### src/rtl/csel_pkg.sv
package csel_pkg;

    localparam int CORE_W  = 16;
    localparam int OFFS_W  = 8;
    localparam int DATA_W  = 32;
    localparam int ADDR_W  = CORE_W + OFFS_W;
    localparam int N_CORES = 2;

    // entry i describes core i
    localparam logic [N_CORES-1:0][CORE_W-1:0] CORE_ID  = {16'h0037, 16'h0000};
    localparam logic [N_CORES-1:0][OFFS_W-1:0] SCR_OFFS = {8'h0F, 8'hFF};

    // request stage: strobes decoded and registered
    typedef struct packed {
        logic               rd;
        logic               wr;
        logic               clash;
        logic [N_CORES-1:0] sel;
        logic [OFFS_W-1:0]  offs;
        logic [DATA_W-1:0]  wdata;
    } req_t;

    // response stage: what the merge stage must report
    typedef struct packed {
        logic valid;
        logic rd;
        logic clash;
    } rsp_t;

endpackage

### src/rtl/scratch_core.sv
module scratch_core
    import csel_pkg::*;
#(
    parameter logic [OFFS_W-1:0] REG_OFFS = '1
) (
    input  logic              clk,
    input  logic              rst_n,
    input  logic              acc_en,
    input  logic              acc_rd,
    input  logic [OFFS_W-1:0] offs,
    input  logic [DATA_W-1:0] wdata,
    output logic              ack,
    output logic [DATA_W-1:0] rdata
);

    typedef struct packed {
        logic [DATA_W-1:0] scr;
        logic              ack;
        logic [DATA_W-1:0] rdata;
    } core_st_t;

    core_st_t st_d, st_q;
    logic     hit;

    always_comb begin
        st_d     = st_q;
        hit      = acc_en && (offs == REG_OFFS);
        st_d.ack = hit;
        // zero when idle so the merge stage can OR all cores together
        st_d.rdata = '0;
        if (hit && acc_rd) begin
            st_d.rdata = st_q.scr;
        end
        if (hit && !acc_rd) begin
            st_d.scr = wdata;
        end
    end

    always_ff @(posedge clk) begin
        if (!rst_n) begin
            st_q <= '0;
        end else begin
            st_q <= st_d;
        end
    end

    assign ack   = st_q.ack;
    assign rdata = st_q.rdata;

endmodule

### src/rtl/csel_read_merge.sv
module csel_read_merge
    import csel_pkg::*;
(
    input  logic                            clk,
    input  logic                            rst_n,
    input  rsp_t                            rsp,
    input  logic [N_CORES-1:0]              core_ack,
    input  logic [N_CORES-1:0][DATA_W-1:0]  core_data,
    output logic [DATA_W-1:0]               rdata,
    output logic                            err
);

    typedef struct packed {
        logic [DATA_W-1:0] rdata;
        logic              err;
    } mrg_st_t;

    mrg_st_t           st_d, st_q;
    logic [DATA_W-1:0] merged;
    logic              any_ack;

    always_comb begin
        merged  = '0;
        any_ack = 1'b0;
        for (int i = 0; i < N_CORES; i++) begin
            merged  = merged | core_data[i];
            any_ack = any_ack | core_ack[i];
        end

        st_d     = st_q;
        st_d.err = rsp.valid && (rsp.clash || !any_ack);
        if (rsp.valid && rsp.rd && !rsp.clash) begin
            st_d.rdata = any_ack ? merged : '0;
        end
    end

    always_ff @(posedge clk) begin
        if (!rst_n) begin
            st_q <= '0;
        end else begin
            st_q <= st_d;
        end
    end

    assign rdata = st_q.rdata;
    assign err   = st_q.err;

endmodule

### src/rtl/bus_core_selector.sv
module bus_core_selector
    import csel_pkg::*;
(
    input  logic              clk,
    input  logic              rst_n,
    input  logic [ADDR_W-1:0] bus_addr,
    input  logic              bus_wr,
    input  logic              bus_rd,
    input  logic [DATA_W-1:0] bus_wdata,
    output logic [DATA_W-1:0] bus_rdata,
    output logic              bus_err
);

    typedef struct packed {
        req_t req;
        rsp_t rsp;
    } top_st_t;

    top_st_t                       st_d, st_q;
    logic [CORE_W-1:0]             core_num;
    logic [N_CORES-1:0]            match;
    logic [N_CORES-1:0]            core_ack;
    logic [N_CORES-1:0][DATA_W-1:0] core_data;

    assign core_num = bus_addr[ADDR_W-1:OFFS_W];

    always_comb begin
        for (int i = 0; i < N_CORES; i++) begin
            match[i] = (core_num == CORE_ID[i]);
        end

        st_d = st_q;

        // stage 1: register the request
        st_d.req.rd    = bus_rd && !bus_wr;
        st_d.req.wr    = bus_wr && !bus_rd;
        st_d.req.clash = bus_rd && bus_wr;
        st_d.req.sel   = match;
        st_d.req.offs  = bus_addr[OFFS_W-1:0];
        st_d.req.wdata = bus_wdata;

        // stage 2: travels alongside the core responses
        st_d.rsp.valid = st_q.req.rd || st_q.req.wr || st_q.req.clash;
        st_d.rsp.rd    = st_q.req.rd;
        st_d.rsp.clash = st_q.req.clash;
    end

    always_ff @(posedge clk) begin
        if (!rst_n) begin
            st_q <= '0;
        end else begin
            st_q <= st_d;
        end
    end

    for (genvar g = 0; g < N_CORES; g++) begin : g_core
        scratch_core #(
            .REG_OFFS (SCR_OFFS[g])
        ) u_core (
            .clk    (clk),
            .rst_n  (rst_n),
            .acc_en ((st_q.req.rd || st_q.req.wr) && st_q.req.sel[g]),
            .acc_rd (st_q.req.rd),
            .offs   (st_q.req.offs),
            .wdata  (st_q.req.wdata),
            .ack    (core_ack[g]),
            .rdata  (core_data[g])
        );
    end

    csel_read_merge u_merge (
        .clk       (clk),
        .rst_n     (rst_n),
        .rsp       (st_q.rsp),
        .core_ack  (core_ack),
        .core_data (core_data),
        .rdata     (bus_rdata),
        .err       (bus_err)
    );

endmodule

### config.mk
export PLATFORM = sky130hd
export DESIGN_NAME = bus_core_selector
export DESIGN_NICKNAME = d
export VERILOG_FILES = /design/src/rtl/csel_pkg.sv /design/src/rtl/scratch_core.sv /design/src/rtl/csel_read_merge.sv /design/src/rtl/bus_core_selector.sv
export SDC_FILE = /design/constraint.sdc
export NUM_CORES = 1
export LEC_CHECK = 0
export ABC_AREA = 0
export BUFFER_PORTS_ARGS = -buffer_cell sky130_fd_sc_hd__buf_2
export CAP_MARGIN = 5
export CELL_PAD_IN_SITES_DETAIL_PLACEMENT = 2
export CELL_PAD_IN_SITES_GLOBAL_PLACEMENT = 2
export CORE_UTILIZATION = 39
export CTS_CLUSTER_SIZE = 12
export DETAILED_ROUTE_END_ITERATION = 12
export GPL_TIMING_DRIVEN = 1
export PLACE_DENSITY_LB_ADDON = 0.1
export RECOVER_POWER = 50
export SLEW_MARGIN = 20
export SYNTH_ARGS = -nofsm -noshare
export SYNTH_HDL_FRONTEND = slang
export SYNTH_SLANG_ARGS = --single-unit
### constraint.sdc
create_clock -name clk -period 4.5 [get_ports clk]
set_clock_uncertainty 0.1 [all_clocks]
set_input_delay 0.675 -clock clk [delete_from_list [all_inputs] [get_ports clk]]
set_output_delay 0.675 -clock clk [all_outputs]
set_load 0.02 [all_outputs]
; ---- Word level (Yosys, flattened, before mapping)
; Cells that the tools add are included.
[op_classes]
reduce_logical = 25
eq_ne = 3
n_mux = 1
bitwise = 2
[ops]
columns = op, count
row1 = $mux 32, 1
row2 = $or 32x32->32, 1
row3 = $eq 16x6->1 const B, 1
row4 = $logic_not 16->1, 1
row5 = $logic_and 1x1->1, 14
row6 = $eq 8x4->1 const B, 1
row7 = $eq 8x8->1 const B, 1
row8 = $logic_not 1->1, 5
row9 = $reduce_and 2->1, 2
row10 = $logic_or 1x1->1, 3
row11 = $or 1x1->1, 1
[totals]
inputBits = 60
register_bits = 211
output_inout_bits = 33
word_cells = 48

; ---- Longest topological paths before layout
; Gate-level depths: netlist of run 1.
[depth]
ltp_word = 5
ltp_mapped = 5

; ---- By module
; From an unflattened synthesis of run 1, not the netlist that was laid out.
[hier_totals]
cells_unflattened = 713
area_unflattened_um2 = 7504.7
[by_module_without_submodules]
columns = module, n_inst, cells_each, area_each_um2
row1 = scratch_core at g_core[1].u_core, 1, 247, 2464.9
row2 = scratch_core at g_core[0].u_core, 1, 246, 2443.6
row3 = bus_core_selector, 1, 112, 1360.1
row4 = csel_read_merge, 1, 108, 1236.2

; ---- Worst setup path before layout of run 1
; OpenSTA, ideal clock, no wires.
[synth_timing]
kind = input to register
start = in rst_n
end = reg g_core[1].u_core.st_q (netlist bit g_core[1].u_core.rdata[10])
path_slack_ns = 2.746
t_arrival_ns = 1.594
cell_stages = 4
setup_time_ns = 0.059
required_time_ns = 4.341
n_path_buf = 1
path_cell_list = nand2_1 nor4b_1 clkbuf_1 and2_1
[synth_between]
elab_chain_len = 1
[synth_rtl]
columns = item, line
row1 = start: declaration, bus_core_selector.sv:5  ; input logic rst_n,
row2 = $reduce_and 2->1 (no line), n/a
row3 = end signal: assignment, scratch_core.sv:43  ; st_q <= st_d;
row4 = end: declaration, scratch_core.sv:22  ; core_st_t st_d, st_q;
; No other way between the ends.
; A chain may end at the register's enable or synchronous reset.

==> metrics.md, run 1 <==
| Metric | Value |
|---|---|
| Slew HR | -12.0% |
| Die height | between 100 and 150 um |
| Final nets | 797 |
| Min Hold Slack | 0.261 ns |
| Vias in the first global route | between 5,000 and 6,000 |
| Synth cell types | 30 |
| Max IR drop VDD | 0.000258 V |
| Placed standard-cell area | 7600 sq um |
| Yosys warning total | 0 |
| Setup crit end kind | flip-flop |
| CP Class | input pin to flip-flop |
| IO buf count | between 90 and 100 |
| Wirelength per Cell | 17.7 um |
| DRT iter0 DRCs | approximately 150 |
| Max Clk Rate | between 300 and 400 MHz |
| Setup-failing EPs final | 0 |
| Synth Area in Adders | 0% |
| Ant. Diodes | 0 |
| Clock Latency Late Sink | approximately 0.50 ns |
| Synth Area in Compound Gates | around 7.8% |
| RSZ-0062 raised after global routing | false |
| Status | complete, but fails checks |
| Design area | approximately 8300 sq um |
| Syn nets | between 700 and 800 |
| Routability-driven placement congestion ratio | ~0.7 |
| Leading area contributor after synthesis | dfxtp_1 |
| I/O pin cnt | 93 |
| Xor/xnor share of the synthesized area | 0% |
| Largest net degree at the start of global routing | 72 |
| Synth top area cells | dfxtp_1 (60%), and2_1 (9.4%), mux2i_1 (9.2%) |
| Core ar. | approximately 17,000 sq um |
| Async S/R FF share, synth | 0% |
| Syn Inst Count | 655 |
| Site Rows | 48 |
| Synth top area share | slightly above 60% |
| P&R area growth vs syn | 18.7% |
| Multiplexer share of the synthesized area | a little under a tenth |
| Most frequent cell after synthesis | dfxtp_1 |
| Gr usage total | 19.6% |
| Failing checks | max-capacitance violations, max-slew violations |
| Post-Route WL | 17.3 mm |
| Max FO, Critical Path | 62 |
| Horiz. Die Dim | roughly 140 um |
| Post-synth EDFFs | 0 |
| Clk pin slew, worst setup/hold paths | ~0.06 ns |
| Starting Density | 40.1% |
| Cts bufs inserted | 23 |
| Simple-gate share of the synthesized area | between 10% and 20% |
| Hold buffer count at cts | 0 |
| Mapped Area | 6990 sq um |
| Via count | about 4,900 |
| Fin crit share | roughly two thirds |
| H-tree depth | 1 |
| Max-capacitance violation count | 1 |
| Number of fillers in the final layout | 1,810 |
| Global-route wire length before repair | between 20 and 30 mm |
| Setup_tns | 0 ns |
| Global route overflow | 0 |
| Worst Hold Class | input pin to flip-flop |
| Total setup buffers inserted after CTS | 0 |
| Ys flop type | dfxtp_1 |
| Actual slew at the worst max-slew pin | between 1.5 and 2 ns |
| Tmin final | between 3 and 4 ns |
| Area of the multi-input gates | 2520 sq um |
| Cell leakage power | approximately 0.0033 uW |
| Clk buf depth | 3 |
| Synth Register Bits | approximately 210 |
| Initial antenna violation count | 0 |
| Largest family of logic cells by synthesized area | simple AND/OR/NAND/NOR gates |
| CP arrival | 3.38 ns |
| Total power per unit cell area | about 460 nW/um^2 |
| Sequential-to-total area share from yosys stat | around three fifths |
| DRT antenna net count | 0 |
| Sink Count | between 200 and 250 |
| Req. time, crit path | just under 5 ns |
| Post-DP HPWL | 11.1 mm |
| Fin. max-slew vios | 47 |
| Drt drc | 0 |
| CTS tree | done |
| Resize count post-CTS | 0 |
| Via/cell ratio | 4.97 |
| Commonest cells post-synth | dfxtp_1 (211), nand2_1 (133), and2_1 (105) |
| Avg Cell Area, Syn | between 10 and 15 sq um |
| Die ar. | 18,500 sq um |
| Layout cell share with drive strength beyond 1 | ~15% |
| Root Buffer Master | clkbuf_16 |
| Hold Violations, Final | 0 |
| Startpoint Class | input pin |
| 1st-pass router iterations | 4 |
| Sequential cell area | roughly 4200 sq um |
## metrics by stage
stage / std cells / utilization, % / worst slack, ns / power (uW)
6_report: 977 / 47.6 / 1.44 / 3840
5_1_grt: 977 / 47.6 / 1.05 / 3970
4_1_cts: 977 / 47.9 / 2.05 / 3890
3_5_place_dp: 937 / 43.6 / 1.99 / 2030
3_3_place_gp: 937 / 43.6 / 2.09 / 2020
2_1_floorplan: 655 / - / 2.75 / 1980
## final cells by class
type                    instances  area share, %
multi-input cells             394           30.3
clock buffers                  36           8.13
clock inverters                 4          0.890
flip-flops and latches        211           50.9
inverters                       3          0.136
repair buffers                104           6.16
well taps                     225           3.40
## power by group
| group | switching, uW | total (uW) | internal (uW) | leakage (uW) |
|---|---|---|---|---|
| logic | 46.5 | 83.7 | 37.2 | 0.00123 |
| registers | 8.37 | 1900 | 1890 | 0.00171 |
| clock network | 715 | 1850 | 1140 | 0.000366 |
| total | 770 | 3840 | 3070 | 0.00330 |
## registers in the layout, summed over array words and instances, names as in the netlist
signal and cells:
g_core.u_core.ack 2, st_d 2, g_core.u_core.st_q 64, u_merge.rdata 32, u_merge.err 1, st_q 46
g_core.u_core.rdata 64
## final timing paths
path                                     startpoint  slack (ns)  cells past startpoint                                     end
max reg2reg                     st_q[40]$_SDFF_PN0_        2.15                      4  g_core[1].u_core.st_q[45]$_SDFFE_PN0P_
min                                          bus_wr        0.26                      2                      st_d[1]$_SDFF_PN0_
min reg2reg  g_core[0].u_core.st_q[36]$_SDFFE_PN0P_        0.35                      2  g_core[0].u_core.st_q[36]$_SDFFE_PN0P_
max                                           rst_n        1.44                      4  g_core[0].u_core.st_q[40]$_SDFFE_PN0P_
## layout by cell type, fill, tap and decap left out, types with 3 or more instances in the layout
master	count
nor3_1	3
clkbuf_8	5
and2_0	30
buf_2	62
dfxtp_1	211
nor2_1	4
clkbuf_1	38
buf_4	11
nor4_1	3
clkbuf_16	23
a21boi_0	32
inv_1	3
mux2i_1	64
and2_1	75
o221ai_1	32
nand2_1	133
## critical path: stages
cell	delay, ns
clkbuf_1	1.18
clkbuf_2	1.03
nand2_1	0.25
mux2i_1	0.23
## kinds of logic (layout without fill, tap and decap cells)
logic type / count (synthesis) / after routing
multiplexers: 64 / 64
AO/OA/AOI/OAI: 67 / 67
AND/OR/NAND/NOR: 263 / 263
flip-flops: 211 / 211
buffers and inverters: 50 / 147
## routing by layer
| layer | global-route usage, % | vias up | routed length [um] | share of wire, % |
|---|---|---|---|---|
| met5 | 0 | - | 0 | 0 |
| met4 | 6.23 | 0 | 385 | 2.2 |
| met3 | 2.91 | 35 | 554 | 3.2 |
| met2 | 37.4 | 81 | 9270 | 54 |
| met1 | 22.2 | 2402 | 7050 | 41 |
| li1 | - | 2334 | - | - |
(Power assumes the default switching activity.)
==> run 2, diff against run 1 <==
--- a/config.mk
+++ b/config.mk
@@ -5,12 +5,12 @@
 export SDC_FILE = /design/constraint.sdc
 export NUM_CORES = 1
 export LEC_CHECK = 0
-export ABC_AREA = 0
+export ABC_AREA = 1
 export BUFFER_PORTS_ARGS = -buffer_cell sky130_fd_sc_hd__buf_2
 export CAP_MARGIN = 5
 export CELL_PAD_IN_SITES_DETAIL_PLACEMENT = 2
 export CELL_PAD_IN_SITES_GLOBAL_PLACEMENT = 2
-export CORE_UTILIZATION = 39
+export CORE_UTILIZATION = 33
 export CTS_CLUSTER_SIZE = 12
 export DETAILED_ROUTE_END_ITERATION = 12
 export GPL_TIMING_DRIVEN = 1
==> constraint.sdc (replaced) <==
create_clock -name clk -period 3.14 [get_ports clk]
set_clock_uncertainty 0.1 [all_clocks]
set_input_delay 0.471 -clock clk [delete_from_list [all_inputs] [get_ports clk]]
set_output_delay 0.471 -clock clk [all_outputs]
set_load 0.02 [all_outputs]
==> run 2 against run 1 <==
Combinational power is 29% higher. Count of clock-buffer cells in the layout is 1 lower. Die area is 15% higher. Critical path depth is 2 higher. Via count is 12% higher. Hold slack worse by 0.21 ns. The flow still finishes with violations (max-capacitance violations, max-slew violations). Flip-flop and latch count stayed put.
==> metrics.md, run 2 <==
| Metric | Value |
|---|---|
| Global-route wire length before repair | 29.7 mm (+5.1%) |
| Sequential cell area | 4220 sq um (unchanged) |
| Global route overflow | 0 (unchanged) |
| Total setup buffers inserted after CTS | 0 (unchanged) |
| Die height | 146 um (+7.5%) |
| Syn Inst Count | 866 (+32%) |
| Horiz. Die Dim | 146 um (+7.5%) |
| Yosys warning total | 0 (unchanged) |
| CP arrival | 2.80 ns (-0.58 ns) |
| Mapped Area | 6840 sq um (-2.1%) |
| Setup_tns | 0 ns (unchanged) |
| Core ar. | 20,300 sq um (+17%) |
| Worst Hold Class | input pin to flip-flop |
| Req. time, crit path | 3.41 ns (-1.41 ns) |
| Synth top area cells | dfxtp_1 (62%), nand2_1 (12%), nor2_1 (11%) |
| Initial antenna violation count | 0 (unchanged) |
| Ant. Diodes | 0 (unchanged) |
| Via count | 5,451 (+12%) |
| Most frequent cell after synthesis | nand2_1 |
| Max FO, Critical Path | 33 (-47%) |
| IO buf count | 92 (unchanged) |
| Starting Density | 33.7% (-6.4 points) |
| Syn nets | 926 (+30%) |
| Fin. max-slew vios | 34 (-28%) |
| CTS tree | done |
| Max IR drop VDD | 0.000375 V (+46%) |
| Status | complete, but fails checks |
| R2r worst-path depth | 6 (+2) |
| Final nets | 1,012 (+27%) |
| Placed insts | 1,196 (+28%) |
| Via/cell ratio | 4.41 (-11%) |
| Post-Route WL | 17.8 mm (+2.9%) |
| Ys flop type | dfxtp_1 |
| Layout cell share with drive strength beyond 1 | 11.1% (-3.6 points) |
| Synth Register Bits | 211 (unchanged) |
| Reg2reg end | u_merge.rdata[12]$_SDFFE_PN0P_ |
| Largest net degree at the start of global routing | 57 (-21%) |
| Startpoint Class | flip-flop |
| Synth cell types | 19 (-37%) |
| Tmin final | between 2 and 3 ns |
| Sequential share of power | 48.5% (-1.0 points) |
| Worst Setup EP | u_merge.rdata[12]$_SDFFE_PN0P_ |
| Gr usage total | 17.3% (-2.3 points) |
| Wirelength per Cell | 14.4 um (-19%) |
| Post-synth EDFFs | 0 (unchanged) |
| Setup-failing EPs final | 0 (unchanged) |
| RSZ-0062 raised after global routing | false |
| Hold buffer count at cts | 0 (unchanged) |
| Clock Latency Late Sink | 0.51 ns (about the same) |
| Resize count post-CTS | 0 (unchanged) |
| Most frequent cells in the layout | nand2_1 (215), dfxtp_1 (211), nor2_1 (207) |
| Max-capacitance violation count | 1 (unchanged) |
| DRT iter0 DRCs | 184 (+22%) |
| Cell leakage power | 0.00401 uW (+21%) |
| Clk buf depth | 3 (unchanged) |
| Clk pin slew, worst setup/hold paths | 0.06 ns (about the same) |
| Commonest cells post-synth | nand2_1 (214), dfxtp_1 (211), nor2_1 (206) |
| Die ar. | 21,300 sq um (+15%) |
| Drt drc | 0 (unchanged) |
| Most common cell after layout, fill and taps aside | nand2_1 |
| Actual slew at the worst max-slew pin | 1.59 ns (-0.0882 ns) |
| Sink Count | 211 (unchanged) |
| Async S/R FF share, synth | 0% (unchanged) |
| CP Class | flip-flop to flip-flop |
| Synth top area share | 61.7% (+1.3 points) |
| I/O pin cnt | 93 (unchanged) |
| Crit path launch | st_q[0]$_SDFF_PN0_ |
| Clock share of power | 49.5% (+1.2 points) |
| Site Rows | 52 (+8.3%) |
| Final Non-Filler Cells | 1,237 (+27%) |
| Setup crit end kind | flip-flop |
| P&R area growth vs syn | 21.0% |
| Gate power share | 1.9% (-0.3 points) |
| Number of fillers in the final layout | 2,323 (+28%) |
| R2R Setup Slk | 0.61 ns (-1.54 ns) |
| Slew HR | -6.12% (+5.9 points) |
| Psw | 1140 uW (+48%) |
| Area of the multi-input gates | 2020 sq um (-20%) |
| Avg Cell Area, Syn | 7.90 sq um (-26%) |
| P_int | 4480 uW (+46%) |
| Sequential-to-total area share from yosys stat | 61.7% (+1.3 points) |
| Post-DP HPWL | 11.3 mm (+1.8%) |
| Design area | 8280 sq um (-0.12%) |
| Vias in the first global route | 6,144 (+12%) |
| Placed standard-cell area | 7530 sq um (-0.86%) |
| Root Buffer Master | clkbuf_16 |
| R2R Path Start | st_q[0]$_SDFF_PN0_ |
| Hold Violations, Final | 0 (unchanged) |
| Switching Share | 20.2% (+0.16 points) |
| H-tree depth | 1 (unchanged) |
| Failing checks | max-capacitance violations, max-slew violations |
| Leading area contributor after synthesis | dfxtp_1 |
| Total power per unit cell area | 678 nW/um^2 (+47%) |
| Total power | 5620 uW (+46%) |
| 1st-pass router iterations | 4 (unchanged) |
| Routability-driven placement congestion ratio | 0.663 (-6.0%) |
| Fin crit share | 80.7% |
| Max Clk Rate | between 300 and 400 MHz |
| Cts bufs inserted | 24 (+4.3%) |
| DRT antenna net count | 0 (unchanged) |
==> run 2: changes by cell type after synthesis, sizes merged, moves of 4 or more <==
cell / delta
o221ai: -32
a21boi: -32
nand2: +82
inv: +109
and2: -105
mux2i: -64
a21oi: +32
o21ai: +33
clkbuf: -11
buf: +4
nor2: +204
==> run 2: power by group through the flow <==
| stage | registers [uW] | clock network [uW] | logic, uW |
|---|---|---|---|
| after global placement | 2780 | 0 | 106 |
| final | 2730 | 2780 | 108 |
| after detailed placement | 2790 | 0 | 113 |
| after global routing | 2730 | 2990 | 124 |
| after floorplan | 2780 | 0 | 51.6 |
| after CTS | 2730 | 2870 | 114 |
==> run 2: worst min-delay path by stage <==
stage	start	endpoint	slack [ns]	cells past startpoint
3_5_place_dp	g_core[1].u_core.st_q[55]$_SDFFE_PN0P_	g_core[1].u_core.rdata[22]$_SDFF_PN0_	0.33	2
5_1_grt	bus_wr	st_d[1]$_SDFF_PN0_	0.04	2
6_report	bus_wdata[4]	st_q[7]$_SDFF_PN0_	0.05	3
2_1_floorplan	st_d[0]$_SDFF_PN0_	st_q[0]$_SDFF_PN0_	0.30	2
4_1_cts	bus_wr	st_d[1]$_SDFF_PN0_	0.03	2
3_3_place_gp	st_d[0]$_SDFF_PN0_	st_q[0]$_SDFF_PN0_	0.32	2
==> run 2: area by class of cell <==
class,instances,share of cell area [%]
Multi-Input combinational cell,503,24.3
Sequential cell,211,51.0
Timing Repair Buffer,100,5.70
Clock inverter,6,0.710
Clock buffer,35,9.10
Inverter,112,5.08
Tap cell,270,4.08
==> run 2: critical path, stage by stage (launching register included) <==
cell	delay, ns
dfxtp_1	0.33
nand3b_1	0.11
clkbuf_1	1.15
nor2_2	0.09
buf_4	0.32
o21ai_0	0.19
a21oi_1	0.10
==> run 2: layer usage <==
layer  share of wire [%]  vias up  track usage, %
met3                 4.2       22            3.13
met1                  42     2597            19.8
met5                   0        -               0
met2                  52      102            32.8
met4                 1.4        0            4.38
li1                    -     2730               -
==> run 2: logic make-up after synthesis <==
| kind of cell | synth area share [%] |
|---|---|
| buffers and inverters | 8.79 |
| DFF | 61.7 |
| and+or+nand+nor | 24.6 |
| AOI/OAI and AO/OA | 4.83 |
==> run 2: metrics by stage <==
step | worst slack [ns] | utilization, % | hold slack, ns
detailed placement | 0.543 | 37.1 | 0.333
global placement | 0.566 | 37.1 | 0.319
CTS | 0.516 | 41.1 | 0.0301
finish | 0.605 | 40.8 | 0.0494
global route | 0.286 | 40.8 | 0.0381
floorplan | 1.55 | - | 0.300
==> run 3, diff against run 2 <==
==> constraint.sdc (replaced) <==
create_clock -name clk -period 2.4 [get_ports clk]
set_clock_uncertainty 0.1 [all_clocks]
set_input_delay 0.36 -clock clk [delete_from_list [all_inputs] [get_ports clk]]
set_output_delay 0.36 -clock clk [all_outputs]
set_load 0.02 [all_outputs]
==> run 3 against run 2 <==
The flow now finishes without violations. Global-route usage increased by 0.38 points. Final cell count grew 3.5%. Critical path depth increased by 3. Final area rose by 3.9%. Sequential share of layout area shrank 1.9 points. Sequential power grew 31%. Critical endpoint is now g_core[1].u_core.rdata[24]$_SDFF_PN0_.
==> metrics.md, run 3 (synthesis gave the netlist of run 2 again) <==
| Metric | Value |
|---|---|
| Most common cell after layout, fill and taps aside | nand2_1 |
| DRT iter0 DRCs | 156 (-15%) |
| Tmin final | 1.97 ns (-0.567 ns) |
| Clock Latency Late Sink | 0.50 ns (about the same) |
| Vias in the first global route | 6,459 (+5.1%) |
| Cts bufs inserted | 23 (-4.2%) |
| Starting Density | 33.7% (unchanged) |
| Met1 Track Usage GR | 20.0% (+0.22 points) |
| P&R area growth vs syn | 25.7% |
| Max-capacitance violation count | 0 (-1) |
| Setup crit end kind | flip-flop |
| Gr usage total | 17.7% (+0.38 points) |
| WHS Path Cells | 4 (+1) |
| Final Non-Filler Cells | 1,280 (+3.5%) |
| Die ar. | 21,300 sq um (unchanged) |
| Resize count post-CTS | 0 (unchanged) |
| Worst Hold Path EP | st_q[44]$_SDFF_PN0_ |
| Hold Violations, Final | 0 (unchanged) |
| Most frequent cells in the layout | nand2_1 (215), dfxtp_1 (211), nor2_1 (207) |
| Routability-driven placement congestion ratio | 0.666 (+0.42%) |
| Wirelength per Cell | 14.3 um (-0.51%) |
| Initial antenna violation count | 0 (unchanged) |
| Status | completed |
| Post-DP HPWL | 11.3 mm (about the same) |
| Area of the multi-input gates | 2020 sq um (+0.25%) |
| Hold buffer count at cts | 42 (+42) |
| Core ar. | 20,300 sq um (unchanged) |
| Req. time, crit path | 2.73 ns (-0.68 ns) |
| Layout cell share with drive strength beyond 1 | 10.2% (-0.87 points) |
| Via count | 5,663 (+3.9%) |
| Total power per unit cell area | 816 nW/um^2 (+20%) |
| R2r worst-path depth | 9 (+3) |
| Worst Min Path Start | bus_addr[22] |
| Startpoint Class | flip-flop |
| Number of fillers in the final layout | 2,374 (+2.2%) |
| Fin. max-slew vios | 0 (-100%) |
| R2R Setup Slk | 0.43 ns (-0.17 ns) |
| Global route overflow | 0 (unchanged) |
| Horiz. Die Dim | 146 um (unchanged) |
| Reg2reg end | g_core[1].u_core.rdata[24]$_SDFF_PN0_ |
| Global-route wire length before repair | 30.5 mm (+2.8%) |
| Worst Hold Class | input pin to flip-flop |
| Die height | 146 um (unchanged) |
| Max IR drop VDD | 0.000366 V (-2.3%) |
| Total setup buffers inserted after CTS | 0 (unchanged) |
| CTS tree | done |
| Sink Count | 211 (unchanged) |
| Max Clk Rate | 508 MHz (+29%) |
| Clk pin slew, worst setup/hold paths | 0.06 ns (about the same) |
| Largest net degree at the start of global routing | 107 (+88%) |
| GRT Max-Usage Layer | met2 |
| R2R Path Start | st_d[1]$_SDFF_PN0_ |
| Actual slew at the worst max-slew pin | 1.25 ns (-0.339 ns) |
| Final nets | 1,056 (+4.3%) |
| H-tree depth | 1 (unchanged) |
| Ant. Diodes | 0 (unchanged) |
| IO buf count | 92 (unchanged) |
| RSZ-0062 raised after global routing | false |
| Met2 Use GR | 34.1% (+1.3 points) |
| Drt drc | 0 (unchanged) |
| 1st-pass router iterations | 3 (-1) |
| Slew HR | 16.5% (+23 points) |
| Clk buf depth | 3 (unchanged) |
| Setup-failing EPs final | 0 (unchanged) |
| GR Util met3 | 2.79% (-0.34 points) |
| Fin crit share | 82.0% (+1.3 points) |
| Cell leakage power | 0.00413 uW (+3.0%) |
| Root Buffer Master | clkbuf_16 |
| Setup_tns | 0 ns (unchanged) |
| Site Rows | 52 (unchanged) |
| I/O pin cnt | 93 (unchanged) |
| Post-Route WL | 18.3 mm (+2.9%) |
| CP arrival | 2.30 ns (-0.50 ns) |
| CP Class | flip-flop to flip-flop |
| Max FO, Critical Path | 22 (-33%) |
| Design area | 8600 sq um (+3.9%) |
| Via/cell ratio | 4.42 (+0.40%) |
| Placed standard-cell area | 7570 sq um (+0.46%) |
| Placed insts | 1,199 (+0.25%) |
| Sequential cell area | 4220 sq um (unchanged) |
| DRT antenna net count | 0 (unchanged) |
==> run 3: cell types whose count changed in the layout (fill, tap and decap cells not counted), sizes merged <==
cell | before | now
clkbuf | 71 | 69
buf | 64 | 66
dlygate4sd3 | 0 | 42
inv | 112 | 113
==> run 3: worst max path at each step <==
stage | end | depth (start not counted) | from
final | g_core[1].u_core.rdata[24]$_SDFF_PN0_ | 9 | st_d[1]$_SDFF_PN0_
after global routing | g_core[1].u_core.rdata[24]$_SDFF_PN0_ | 9 | st_d[1]$_SDFF_PN0_
after CTS | g_core[1].u_core.st_q[42]$_SDFFE_PN0P_ | 9 | st_d[1]$_SDFF_PN0_
after detailed placement | g_core[1].u_core.st_q[42]$_SDFFE_PN0P_ | 9 | st_d[1]$_SDFF_PN0_
after global placement | g_core[0].u_core.rdata[15]$_SDFF_PN0_ | 7 | rst_n
after floorplan | u_merge.rdata[12]$_SDFFE_PN0P_ | 5 | rst_n
==> run 3: critical path, cell delays in order (launching register included) <==
cell and delay, ns:
dfxtp_1 0.40, inv_1 0.14, nand2_1 0.09, nand2_1 0.05
nor2_1 0.17, nand2_1 0.07, nor2_1 0.13, nand2_1 0.26
buf_4 0.33, nor2_1 0.13
==> run 3: layout make-up <==
cell class | count | share of cell area, %
tap | 270 | 3.93
multi-input combinational | 503 | 23.5
timing repair buffer | 145 | 10.6
inverter | 112 | 4.89
clock inverter | 7 | 0.742
clock buffer | 32 | 7.20
sequential | 211 | 49.1
==> run 3: metrics by stage <==
stage	setup slack (ns)	power, uW	hold slack (ns)	utilization, %
final	0.433	7020	0.0234	42.4
after global routing	0.207	7290	0.0352	42.4
after CTS	0.382	7110	0.00950	42.7
after detailed placement	0.457	3790	0.332	37.3
after global placement	0.522	3790	0.321	37.3
after floorplan	0.917	3700	0.300	-
==> run 3: where the power goes <==
| part | switching (uW) | total, uW | internal, uW |
|---|---|---|---|
| Combinational | 99.2 | 197 | 98.0 |
| Clock | 1350 | 3250 | 1900 |
| Sequential | 22.0 | 3570 | 3540 |
==> run 3: per-layer routing <==
| metal | part of all wire (%) | wire length [um] |
|---|---|---|
| met2 | 52 | 9530 |
| met5 | 0 | 0 |
| met4 | 1.6 | 287 |
| met1 | 43 | 7830 |
| met3 | 3.4 | 625 |
